`config.mk`:
```
export PLATFORM = sky130hd
export DESIGN_NAME = pwm_rate_gen
export DESIGN_NICKNAME = d
export VERILOG_FILES = /design/src/rtl/pwm_rate_pkg.sv /design/src/rtl/pwm_tap_prescaler.sv /design/src/rtl/pwm_lin_div.sv /design/src/rtl/pwm_chan_sel.sv /design/src/rtl/pwm_rate_gen.sv
export SDC_FILE = /design/constraint.sdc
export NUM_CORES = 1
export LEC_CHECK = 0
export BUFFER_PORTS_ARGS = -buffer_cell sky130_fd_sc_hd__buf_2
export CORE_MARGIN = 8
export CORE_UTILIZATION = 40
export DETAILED_ROUTE_END_ITERATION = 8
export SLEW_MARGIN = 20
export SYNTH_ARGS = -nofsm -noshare
export SYNTH_HDL_FRONTEND = slang
export SYNTH_SLANG_ARGS = --single-unit
```
`constraint.sdc`:
```
create_clock -name clk -period 4.43 [get_ports clk]
set_input_delay 0.2215 -clock clk [delete_from_list [all_inputs] [get_ports clk]]
set_output_delay 0.2215 -clock clk [all_outputs]
set_load 0.03 [all_outputs]
```
`src/rtl/pwm_rate_pkg.sv`:
```
package pwm_rate_pkg;

    // State of the binary prescaler.
    typedef enum logic {
        PS_HOLD,   // disabled, counter held at zero
        PS_COUNT   // enabled, counter advancing
    } ps_state_e;

    // State of one linear divider.
    typedef enum logic {
        DIV_OFF,   // disabled or invalid configuration
        DIV_RUN    // counting source ticks
    } div_state_e;

endpackage

```
`src/rtl/pwm_tap_prescaler.sv`:
```
module pwm_tap_prescaler
    import pwm_rate_pkg::*;
#(
    parameter int TAP_COUNT = 11
) (
    input  logic                 clk,
    input  logic                 rst_n,
    input  logic                 blk_en,
    output logic [TAP_COUNT-1:0] tap_tick
);

    localparam int CNT_W = TAP_COUNT - 1;

    ps_state_e         state_q, state_d;
    logic [CNT_W-1:0]  cnt_q, cnt_d;

    // Next state and counter.
    always_comb begin
        state_d = state_q;
        cnt_d   = cnt_q;
        unique case (state_q)
            PS_HOLD: begin
                if (blk_en) begin
                    state_d = PS_COUNT;
                    cnt_d   = cnt_q + CNT_W'(1);
                end else begin
                    cnt_d   = '0;
                end
            end
            PS_COUNT: begin
                if (blk_en) begin
                    cnt_d   = cnt_q + CNT_W'(1);
                end else begin
                    state_d = PS_HOLD;
                    cnt_d   = '0;
                end
            end
            default: begin
                state_d = PS_HOLD;
                cnt_d   = '0;
            end
        endcase
    end

    // State register.
    always_ff @(posedge clk) begin
        if (!rst_n) begin
            state_q <= PS_HOLD;
            cnt_q   <= '0;
        end else begin
            state_q <= state_d;
            cnt_q   <= cnt_d;
        end
    end

    // Outputs: tap k fires when the low k counter bits are all ones.
    always_comb begin
        tap_tick[0] = blk_en;
    end

    for (genvar k = 1; k < TAP_COUNT; k++) begin : g_tap
        always_comb begin
            tap_tick[k] = blk_en & (&cnt_q[k-1:0]);
        end
    end

endmodule

```
`src/rtl/pwm_lin_div.sv`:
```
module pwm_lin_div
    import pwm_rate_pkg::*;
#(
    parameter int TAP_COUNT = 11,
    parameter int SEL_W     = 4,
    parameter int RATIO_W   = 8
) (
    input  logic                 clk,
    input  logic                 rst_n,
    input  logic                 blk_en,
    input  logic [TAP_COUNT-1:0] tap_tick,
    input  logic [SEL_W-1:0]     src_sel,
    input  logic [RATIO_W-1:0]   ratio,
    output logic                 rate_tick
);

    localparam int               PAD_W    = 2 ** SEL_W;
    localparam logic [SEL_W-1:0] LAST_TAP = SEL_W'(TAP_COUNT - 1);

    div_state_e          state_q, state_d;
    logic [RATIO_W-1:0]  cnt_q, cnt_d;
    logic [SEL_W-1:0]    src_q;
    logic [RATIO_W-1:0]  ratio_q;

    logic [PAD_W-1:0]    tap_pad;
    logic                cfg_ok;
    logic                cfg_same;
    logic                src_hit;
    logic                at_end;

    always_comb begin
        tap_pad  = PAD_W'(tap_tick);
        cfg_ok   = blk_en && (ratio != '0) && (src_sel <= LAST_TAP);
        cfg_same = (src_sel == src_q) && (ratio == ratio_q);
        src_hit  = tap_pad[src_sel];
        at_end   = (cnt_q == (ratio - RATIO_W'(1)));
    end

    // Next state and count.
    always_comb begin
        state_d = state_q;
        cnt_d   = cnt_q;
        unique case (state_q)
            DIV_OFF: begin
                cnt_d = '0;
                if (cfg_ok) begin
                    state_d = DIV_RUN;
                end
            end
            DIV_RUN: begin
                if (!cfg_ok) begin
                    state_d = DIV_OFF;
                    cnt_d   = '0;
                end else if (!cfg_same) begin
                    cnt_d   = '0;
                end else if (src_hit) begin
                    cnt_d   = at_end ? '0 : cnt_q + RATIO_W'(1);
                end
            end
            default: begin
                state_d = DIV_OFF;
                cnt_d   = '0;
            end
        endcase
    end

    // State register.
    always_ff @(posedge clk) begin
        if (!rst_n) begin
            state_q <= DIV_OFF;
            cnt_q   <= '0;
            src_q   <= '0;
            ratio_q <= '0;
        end else begin
            state_q <= state_d;
            cnt_q   <= cnt_d;
            src_q   <= src_sel;
            ratio_q <= ratio;
        end
    end

    // Output.
    always_comb begin
        rate_tick = (state_q == DIV_RUN) && cfg_ok && cfg_same && src_hit && at_end;
    end

endmodule

```
`src/rtl/pwm_chan_sel.sv`:
```
module pwm_chan_sel #(
    parameter int TAP_COUNT = 11,
    parameter int SEL_W     = 4,
    parameter int NUM_CH    = 4
) (
    input  logic [TAP_COUNT-1:0]    tap_tick,
    input  logic                    rate_a_tick,
    input  logic                    rate_b_tick,
    input  logic [NUM_CH*SEL_W-1:0] ch_sel,
    output logic [NUM_CH-1:0]       ch_tick
);

    localparam int PAD_W = 2 ** SEL_W;

    logic [PAD_W-1:0] rate_vec;

    // Order: taps, then A, then B, then constant low.
    always_comb begin
        rate_vec = PAD_W'({rate_b_tick, rate_a_tick, tap_tick});
    end

    for (genvar c = 0; c < NUM_CH; c++) begin : g_ch
        always_comb begin
            ch_tick[c] = rate_vec[ch_sel[c*SEL_W +: SEL_W]];
        end
    end

endmodule

```
`src/rtl/pwm_rate_gen.sv`:
```
module pwm_rate_gen #(
    parameter int TAP_COUNT = 11,
    parameter int SEL_W     = 4,
    parameter int RATIO_W   = 8,
    parameter int NUM_CH    = 4
) (
    input  logic                    clk,
    input  logic                    rst_n,
    input  logic                    blk_en,
    input  logic [SEL_W-1:0]        div_a_src,
    input  logic [RATIO_W-1:0]      div_a_ratio,
    input  logic [SEL_W-1:0]        div_b_src,
    input  logic [RATIO_W-1:0]      div_b_ratio,
    input  logic [NUM_CH*SEL_W-1:0] ch_sel,
    output logic [TAP_COUNT-1:0]    tap_tick,
    output logic                    rate_a_tick,
    output logic                    rate_b_tick,
    output logic [NUM_CH-1:0]       ch_tick
);

    pwm_tap_prescaler #(
        .TAP_COUNT (TAP_COUNT)
    ) u_pre (
        .clk      (clk),
        .rst_n    (rst_n),
        .blk_en   (blk_en),
        .tap_tick (tap_tick)
    );

    pwm_lin_div #(
        .TAP_COUNT (TAP_COUNT),
        .SEL_W     (SEL_W),
        .RATIO_W   (RATIO_W)
    ) u_div_a (
        .clk       (clk),
        .rst_n     (rst_n),
        .blk_en    (blk_en),
        .tap_tick  (tap_tick),
        .src_sel   (div_a_src),
        .ratio     (div_a_ratio),
        .rate_tick (rate_a_tick)
    );

    pwm_lin_div #(
        .TAP_COUNT (TAP_COUNT),
        .SEL_W     (SEL_W),
        .RATIO_W   (RATIO_W)
    ) u_div_b (
        .clk       (clk),
        .rst_n     (rst_n),
        .blk_en    (blk_en),
        .tap_tick  (tap_tick),
        .src_sel   (div_b_src),
        .ratio     (div_b_ratio),
        .rate_tick (rate_b_tick)
    );

    pwm_chan_sel #(
        .TAP_COUNT (TAP_COUNT),
        .SEL_W     (SEL_W),
        .NUM_CH    (NUM_CH)
    ) u_sel (
        .tap_tick    (tap_tick),
        .rate_a_tick (rate_a_tick),
        .rate_b_tick (rate_b_tick),
        .ch_sel      (ch_sel),
        .ch_tick     (ch_tick)
    );

endmodule

```
# [After elaboration in Yosys (flattened, before gate mapping)]
# Index checks and enable logic that the tools add are counted.
[word_totals] ff_bits=52 inputBits=43 out_inout_bits=17
[op_classes] addsub=5 n_lt_le_gt_ge=8 n_eq_ne=8 muxes=24 bitwise=12 n_reduce_logical=26
[ops] cell="$mux 8" count=8
[ops] cell="$eq 8x8->1" count=4
[ops] cell="$pmux 8 s2" count=2
[ops] cell="$lt 4x5->1 const B" count=6
[ops] cell="$bmux 1 s4" count=6
[ops] cell="$add 8x1->8 const B" count=2
[ops] cell="$reduce_bool 8->1" count=2
[ops] cell="$sub 8x1->8 const B" count=2
[ops] cell="$logic_and 1x1->1" count=14
[ops] cell="$add 10x1->10 const B" count=1
[ops] cell="$and 1x1->1" count=10
[ops] cell="$reduce_and 10->1" count=1
[ops] cell="$reduce_and 9->1" count=1
[ops] cell="$eq 4x4->1" count=2
[ops] cell="$le 4x4->1 const B" count=2
[ops] cell="$mux 1" count=8
[ops] cell="$ne 4x4->1 const B" count=2
[ops] cell="$reduce_and 8->1" count=1
[ops] cell="$reduce_and 7->1" count=1
[ops] cell="$reduce_and 6->1" count=1
[ops] cell="$reduce_and 5->1" count=1
[ops] cell="$reduce_and 2->1" count=2
[ops] cell="$reduce_and 4->1" count=1
[ops] cell="$reduce_and 3->1" count=1
[ops] cell="$not 1->1" count=2

# [Logic depth before layout (Yosys ltp)]
# Gate-level depths: netlist of the first run.
[depth] word_depth=9 mapped_depth=12 depth_no_buf=10

# [Modules after synthesis]
# Synthesis of the first run repeated with hierarchy kept, for this count alone.
[hier_totals] hier_cells=417 hier_area_um2=3784.9
[modules_own_cells] module="pwm_lin_div" n_inst=2 cells_per_inst=158 area_each_um2=1428.9 seq_area_each_um2=420.4
[modules_own_cells] module="pwm_tap_prescaler" n_inst=1 cells_per_inst=57 area_each_um2=493.0 seq_area_each_um2=200.2
[modules_own_cells] module="pwm_chan_sel" n_inst=1 cells_per_inst=44 area_each_um2=434.2 seq_area_each_um2=0.0

# [Worst setup path after synthesis of the first run]
# No wires, ideal clock.
[synth_timing] kind="flip-flop to output port" from="register u_pre.cnt_q[1]" to="output ch_tick[0]" arrival_time_ns=3.030 required_time_ns=4.208 setup_slack_ns=1.178 path_stages_with_launch=12 cell_sequence="dfxtp_1 > ha_1 > buf_2 > nand3_1 > inv_1 > ha_1 > and2_1 > clkbuf_1 > a2111oi_0 > o32ai_1 > a41o_1 > o211a_1"
[synth_via] elab_chain_cells=8 elab_cells_between_ends=28
[synth_lines] element="from (decl)" line="pwm_tap_prescaler.sv:15" rtl="logic [CNT_W-1:0] cnt_q, cnt_d;"
[synth_lines] element="from (signal assigned)" line="pwm_tap_prescaler.sv:52" rtl="cnt_q <= cnt_d;"
[synth_lines] element="$reduce_and 5->1 *" line="pwm_tap_prescaler.sv:63" rtl="tap_tick[k] = blk_en & (&cnt_q[k-1:0]);"
[synth_lines] element="$and 1x1->1 *" line="pwm_tap_prescaler.sv:63"
[synth_lines] element="named net tap_tick[5]" line="pwm_rate_gen.sv:15" rtl="output logic [TAP_COUNT-1:0] tap_tick,"
[synth_lines] element="$bmux 1 s4" line="pwm_lin_div.sv:35" rtl="src_hit = tap_pad[src_sel];"
[synth_lines] element="$mux 1 (implied by the code)" line="pwm_lin_div.sv:35"
[synth_lines] element="$logic_and 1x1->1 (2 in series)" line="pwm_lin_div.sv:84" rtl="rate_tick = (state_q == DIV_RUN) && cfg_ok && cfg_same && src_hit && at_end;"
[synth_lines] element="$bmux 1 s4 *" line="pwm_chan_sel.sv:24" rtl="ch_tick[c] = rate_vec[ch_sel[c*SEL_W +: SEL_W]];"
[synth_lines] element="$mux 1 (implied by the code) *" line="pwm_chan_sel.sv:24"
[synth_lines] element="to (decl)" line="pwm_rate_gen.sv:18" rtl="output logic [NUM_CH-1:0] ch_tick"
# The timed path passes the listed nets; every way through them passes the cells marked *. The select of a mux whose other input is x is not followed.

# [Worst setup path after layout of the first run]
[layout_timing] from="register u_pre.cnt_q[0]" to="output rate_b_tick"
[layout_via] elab_chain_cells=6 elab_cells_between_ends=23
[layout_lines] element="$reduce_and 10->1, or another cell as far along" line="pwm_tap_prescaler.sv:63"
[layout_lines] element="$and 1x1->1" line="pwm_tap_prescaler.sv:63"
[layout_lines] element="$bmux 1 s4 *" line="pwm_lin_div.sv:35"
[layout_lines] element="$mux 1 (implied by the code) *" line="pwm_lin_div.sv:35"
[layout_lines] element="$logic_and 1x1->1 * (2 in series)" line="pwm_lin_div.sv:84"
[layout_lines] element="to (decl)" line="pwm_rate_gen.sv:17" rtl="output logic rate_b_tick,"
# Mark *: on every way between the ends. The rest lies on a longest branch, timed or not. The select of a mux whose other input is x is not followed.

==> results of run 1 <==
[sequential cells by signal, indices dropped and copies added (netlist names)]
register	count
u_div_a.ratio_q	8
u_div_b.ratio_q	8
u_div_b.src_q	4
u_div_b.cnt_q	8
u_div_b.state_q	1
u_div_a.state_q	1
u_pre.cnt_q	10
u_div_a.cnt_q	8
u_div_a.src_q	4
[kinds of logic after synthesis]
logic type,count (synthesis),synth area share (%)
xor gates and xnor gates,49,12.3
and+or+nand+nor,215,32.2
buffers and inverters,55,5.78
DFF,52,28.0
muxes,6,1.61
AOI/OAI and AO/OA,89,16.8
adders and majority gates,10,3.36
[area by class of cell]
| type | instances | area [um2] | share of cell area (%) |
|---|---|---|---|
| clock buffer | 5 | 68.8 | 1.65 |
| multi-input combinational | 369 | 2470 | 59.4 |
| tap | 111 | 139 | 3.33 |
| sequential | 52 | 1040 | 25.0 |
| timing repair buffer | 60 | 303 | 7.27 |
| inverter | 25 | 93.8 | 2.25 |
| clock inverter | 3 | 46.3 | 1.11 |
[synth_stat cells (all sizes together) (12+ instances only)]
cell type,n,area (um2)
xor2,21,184
inv,24,90.1
nand3,29,145
nor2,39,146
and2,20,125
dfxtp,52,1040
nand2,37,139
clkbuf,25,93.8
a31oi,12,75.1
nor3,13,75.1
xnor2,26,228
a21oi,20,100
o21ai,12,60.1
[worst reg2reg max path: stages, from the launching register on]
cell and delay [ps]:
dfxtp_1 540, ha_1 430, nand4_1 470, nor2_1 450, a21oi_1 160, o32a_1 460
or4_1 560, a31oi_1 160
[metrics by stage]
stage	utilization [%]	setup WS [ps]	power (uW)	cells	area [um2]
2_1_floorplan	-	1180	619	476	3720
3_3_place_gp	44.2	767	678	617	4040
3_5_place_dp	44.3	955	682	617	4050
4_1_cts	45.5	607	1020	625	4170
5_1_grt	45.5	327	1060	625	4170
6_report	45.5	572	1010	625	4170
[per-layer routing]
layer	track usage [%]	wire, um
met1	21.5	4750
met2	25.0	4630
met3	3.22	606
met4	3.60	102
met5	0	0
[worst min path at each step]
stage                     start                 end  slack, ps  cells past startpoint
5_1_grt          div_a_ratio[7]  u_div_a.ratio_q[7]        200                      2
3_5_place_dp   u_div_a.cnt_q[1]    u_div_a.cnt_q[1]        490                      2
2_1_floorplan    div_a_ratio[5]  u_div_a.ratio_q[5]        340                      1
3_3_place_gp   u_div_a.cnt_q[1]    u_div_a.cnt_q[1]        490                      2
4_1_cts          div_a_ratio[7]  u_div_a.ratio_q[7]        180                      2
6_report         div_a_ratio[7]  u_div_a.ratio_q[7]        190                      2
[report_power, final]
group          internal [uW]  switching [uW]
Sequential               481            7.19
Clock                    170             169
Combinational           74.0             110
==> results_dict.tcl, run 1 <==
set metrics [dict create \
    crit_arrival_ps 3640 \
    ctsHtreeMaxLevel 2 \
    seq_area_frac_synth_pct 28.0 \
    setup_tns_ps 0 \
    layout_commonest_cell "buf_2" \
    mostFrequentLayoutCells "buf_2, dfxtp_1, nor2_1, nand2_1, nand3_1" \
    yosysWarnings 0 \
    critPathBufInv 2 \
    fin_nets 566 \
    cts_resized 0 \
    drc 0 \
    post_drt_wl_per_cell_um 16.1 \
    critical_path.slowest_cell "o32ai_1" \
    cts.sinks 52 \
    clk_latency_ps 310 \
    syn_avg_cell_area_um2 7.82 \
    drt_iter0_markers 192 \
    r2r_cells 7 \
    worstReg2RegEnd "u_div_a.cnt_q[7]" \
    grt_pass1_wl_mm 16.8 \
    critical_path.max_fanout 12 \
    setup_viol 0 \
    antenna_cells 0 \
    cp_top_family "compound AO/OA/AOI/OAI gates" \
    pwr_density_cell_nw_per_um2 243 \
    vias 3545 \
    max_slew_margin_pct 32.7 \
    core-area_um2 9150 \
    async_flop_share_pct 0 \
    netlist_area_um2 3720 \
    die_area_um2 12600 \
    start_util_pct 40.7 \
    cpPeakStageDelay_ps 730 \
    cts_buffers 5 \
    portBuffers 59 \
    antenna_found_initial 0 \
    n_fill_cell 922 \
    ctsHoldBuffers 0 \
    grtUsageTotal_pct 15.8 \
    drt_pass1_iterations 5 \
    worst_pin_slew_ps 995 \
    viasPerCell 5.67 \
    worstPathCellList "ha_1 > nand4_1 > o31ai_1 > a31oi_1 > o32ai_1 > buf_4 > and4_1 > buf_2" \
    gp_congestion 0.974 \
    worstPathRequired_ps 4210 \
    wl_mm 10.1 \
    fmax_mhz 259 \
    finalHoldViolations 0 \
    crit_path_end "rate_b_tick" \
    clk_path_buf_depth 2 \
    status "complete, no violations" \
    hold_path_class "in -> reg" \
    synth-edff-count 0 \
    worst-path-stages 8 \
    finClkSkew_ps 5.65 \
    grt_pass1_vias 3364 \
    crit_path_end_kind "output pin" \
    finalCritPeriodShare_pct 87.1 \
    clk_pin_slew_ps 100 \
    cts_root_buf "clkbuf_8" \
    rsz0062_at_grt "no" \
    ioPinCount 60 \
    syn2layout_area_growth_pct 11.9 \
    start_kind "flip-flop" \
    slew_viol_final 0 \
    synthesis.nets 529 \
    postRouteAntennaNets 0 \
    die_h_um 112 \
    synth.distinct_cells 55 \
    worst_hold_slack_ps 194 \
    ys_ff_latch 52 \
    grt_max_degree 25 \
    crit_start "u_pre.cnt_q[0]" \
    grt-ovfl-total 0 \
    rows 35 \
    peakVddDrop_mv 0.146 \
    synthFlopType "dfxtp_1" \
    leakagePower_uw 0.00172 \
    post_cts_buffers 0 \
    critPathKind "reg -> out" \
    cap_violations 0 \
    finalCriticalPeriod_ps 3860 \
    drive_gt1_share_pct 14.8 \
    r2r_start "u_pre.cnt_q[0]" \
    synth_cells 476 \
    cts_tree "yes" \
    r2r_slack_ps 1120 \
    place_hpwl_mm 7.64 \
    die_x_um 112 \
]
Note: power is estimated with default switching activity, not from simulation.
==> inputs of run 2 (changes only) <==
ABC_AREA = 1   (was default)
==> results_dict.tcl, run 2 <==
set metrics [dict create \
    peakVddDrop_mv 0.139 \
    die_area_um2 13300 \
    drc 0 \
    crit_path_end_kind "output pin" \
    clk_latency_ps 310 \
    syn2layout_area_growth_pct 13.4 \
    finalCritPeriodShare_pct 74.2 \
    antenna_cells 0 \
    hold_path_class "in -> reg" \
    fmax_mhz 304 \
    yosysTopAreaCellShare_pct 26.3 \
    core-area_um2 9680 \
    grt_max_degree 34 \
    cts_root_buf "clkbuf_8" \
    post_cts_buffers 0 \
    layout_commonest_cell "nand2_1" \
    die_x_um 115 \
    start_kind "flip-flop" \
    place_hpwl_mm 8.26 \
    ys_top_cells_by_count "nand2_1, inv_1, nor2_1" \
    critical_path.max_fanout 7 \
    vias 3993 \
    drive_gt1_share_pct 16.6 \
    clk_pin_slew_ps 90 \
    post_drt_wl_per_cell_um 12.6 \
    netlist_area_um2 3950 \
    largest_reg_flops 10 \
    ys_ff_latch 52 \
    pwr_density_cell_nw_per_um2 230 \
    setup_tns_ps 0 \
    ctsHoldBuffers 0 \
    synthesis.nets 690 \
    rows 36 \
    finalHoldViolations 0 \
    ctsHtreeMaxLevel 2 \
    leakagePower_uw 0.00229 \
    mostFrequentLayoutCells "nand2_1, inv_1, buf_2, nor2_1, dfxtp_1" \
    wl_mm 10.4 \
    worstPathCellList "ha_1 > inv_1 > nor2_4 > nand2_1 > nor2_2 > ha_1 > nand2_4 > o21ai_1 > inv_1 > nand2_1 > nand3_4 > a21oi_4 > nand3_1 > a21oi_1 > nand2_1 > nand2_1 > buf_2" \
    synth.distinct_cells 42 \
    critPathKind "reg -> out" \
    worst_pin_slew_ps 676 \
    cap_violations 0 \
    yosysMostFrequentCell "nand2_1" \
    clk_path_buf_depth 2 \
    grtUsageTotal_pct 15.9 \
    viasPerCell 4.84 \
    synthTopCellsByArea "dfxtp_1, nand2_1, inv_1" \
    portBuffers 59 \
    cts.sinks 52 \
    critical_path.slowest_cell "dfxtp_1" \
    rsz0062_at_grt "no" \
    seq_area_frac_synth_pct 26.3 \
    drt_pass1_iterations 5 \
    max_slew_margin_pct 55.0 \
    setup_viol 0 \
    grt_pass1_wl_mm 17.2 \
    cts_buffers 5 \
    crit_top_cell "nand2_1" \
    finalCriticalPeriod_ps 3290 \
    crit_arrival_ps 3060 \
    synth_cells 637 \
    slew_viol_final 0 \
    ioPinCount 60 \
    yosysWarnings 0 \
    postRouteAntennaNets 0 \
    fin_nets 744 \
    status "complete, no violations" \
    cts_resized 0 \
    synthFlopType "dfxtp_1" \
    largest-register "u_pre.cnt_q" \
    cpPeakStageDelay_ps 460 \
    finClkSkew_ps 13.8 \
    die_h_um 115 \
    worstPathRequired_ps 4210 \
    grt-ovfl-total 0 \
    synth-edff-count 0 \
    gp_congestion 0.929 \
    grt_pass1_vias 3817 \
    cts_tree "yes" \
    syn_avg_cell_area_um2 6.20 \
    yosysTopAreaCell "dfxtp_1" \
    async_flop_share_pct 0 \
    antenna_found_initial 0 \
    start_util_pct 40.8 \
    fin_util_pct 46.3 \
    drt_iter0_markers 260 \
]
==> run 2: worst paths after layout <==
kind	from	to	slack, ps	depth (start not counted)
setup / recovery	u_pre.cnt_q[0]	ch_tick[2]	1140	17
hold / removal	div_b_ratio[1]	u_div_b.ratio_q[1]	130	3
setup reg to reg	u_pre.cnt_q[0]	u_div_b.cnt_q[1]	1760	16
hold reg to reg	u_pre.cnt_q[5]	u_pre.cnt_q[5]	480	2
==> run 2: area by class of cell <==
cell class                 count  area (um2)
inverter                     114         430
clock inverter                 1        30.0
tap                          133         166
sequential                    52        1040
timing repair buffer          59         295
fill                        1030        5200
multi-input combinational    459        2420
clock buffer                   7        96.3
==> run 2: stage by stage <==
stage	area (um2)	hold slack, ps	cells	total power, uW	setup WS, ps
finish	4480	134	825	1030	1140
global route	4480	133	825	1090	809
CTS	4480	129	825	1040	1140
detailed placement	4350	452	817	683	1490
global placement	4350	444	817	680	1640
floorplan	3950	315	637	621	1740
==> run 2: critical path: cells and delay by family, from the launching register on <==
family | cells | cell delay (ps)
and+or+nand+nor | 9 | 890
AOI/OAI and AO/OA | 3 | 580
adders and majority gates | 2 | 490
DFF | 1 | 460
buffers and inverters | 3 | 330
==> run 2: kinds of logic (layout without fill, tap and decap cells) <==
logic type / Yosys count / after routing / share of synthesized area, %
DFF: 52 / 52 / 26.3
and+or+nand+nor: 326 / 326 / 38.1
adders and majority gates: 10 / 10 / 3.17
AOI/OAI and AO/OA: 101 / 101 / 15.1
xor gates and xnor gates: 22 / 22 / 4.87
buffers and inverters: 126 / 181 / 12.4
==> run 2: power breakdown <==
group	internal (uW)	switching, uW	leakage, uW
sequential	481	5.91	0.000426
clock	200	159	0.0000645
combinational	65.5	120	0.00180
==> run 2: routing by layer <==
metal / global-route usage (%) / part of all wire, % / wire length, um / up-vias
li1: - / - / - / 2098
met1: 19.7 / 46 / 4800 / 1772
met2: 27.0 / 47 / 4910 / 107
met3: 2.68 / 4.9 / 507 / 16
met4: 5.25 / 1.5 / 156 / 0
met5: 0 / 0 / 0 / -
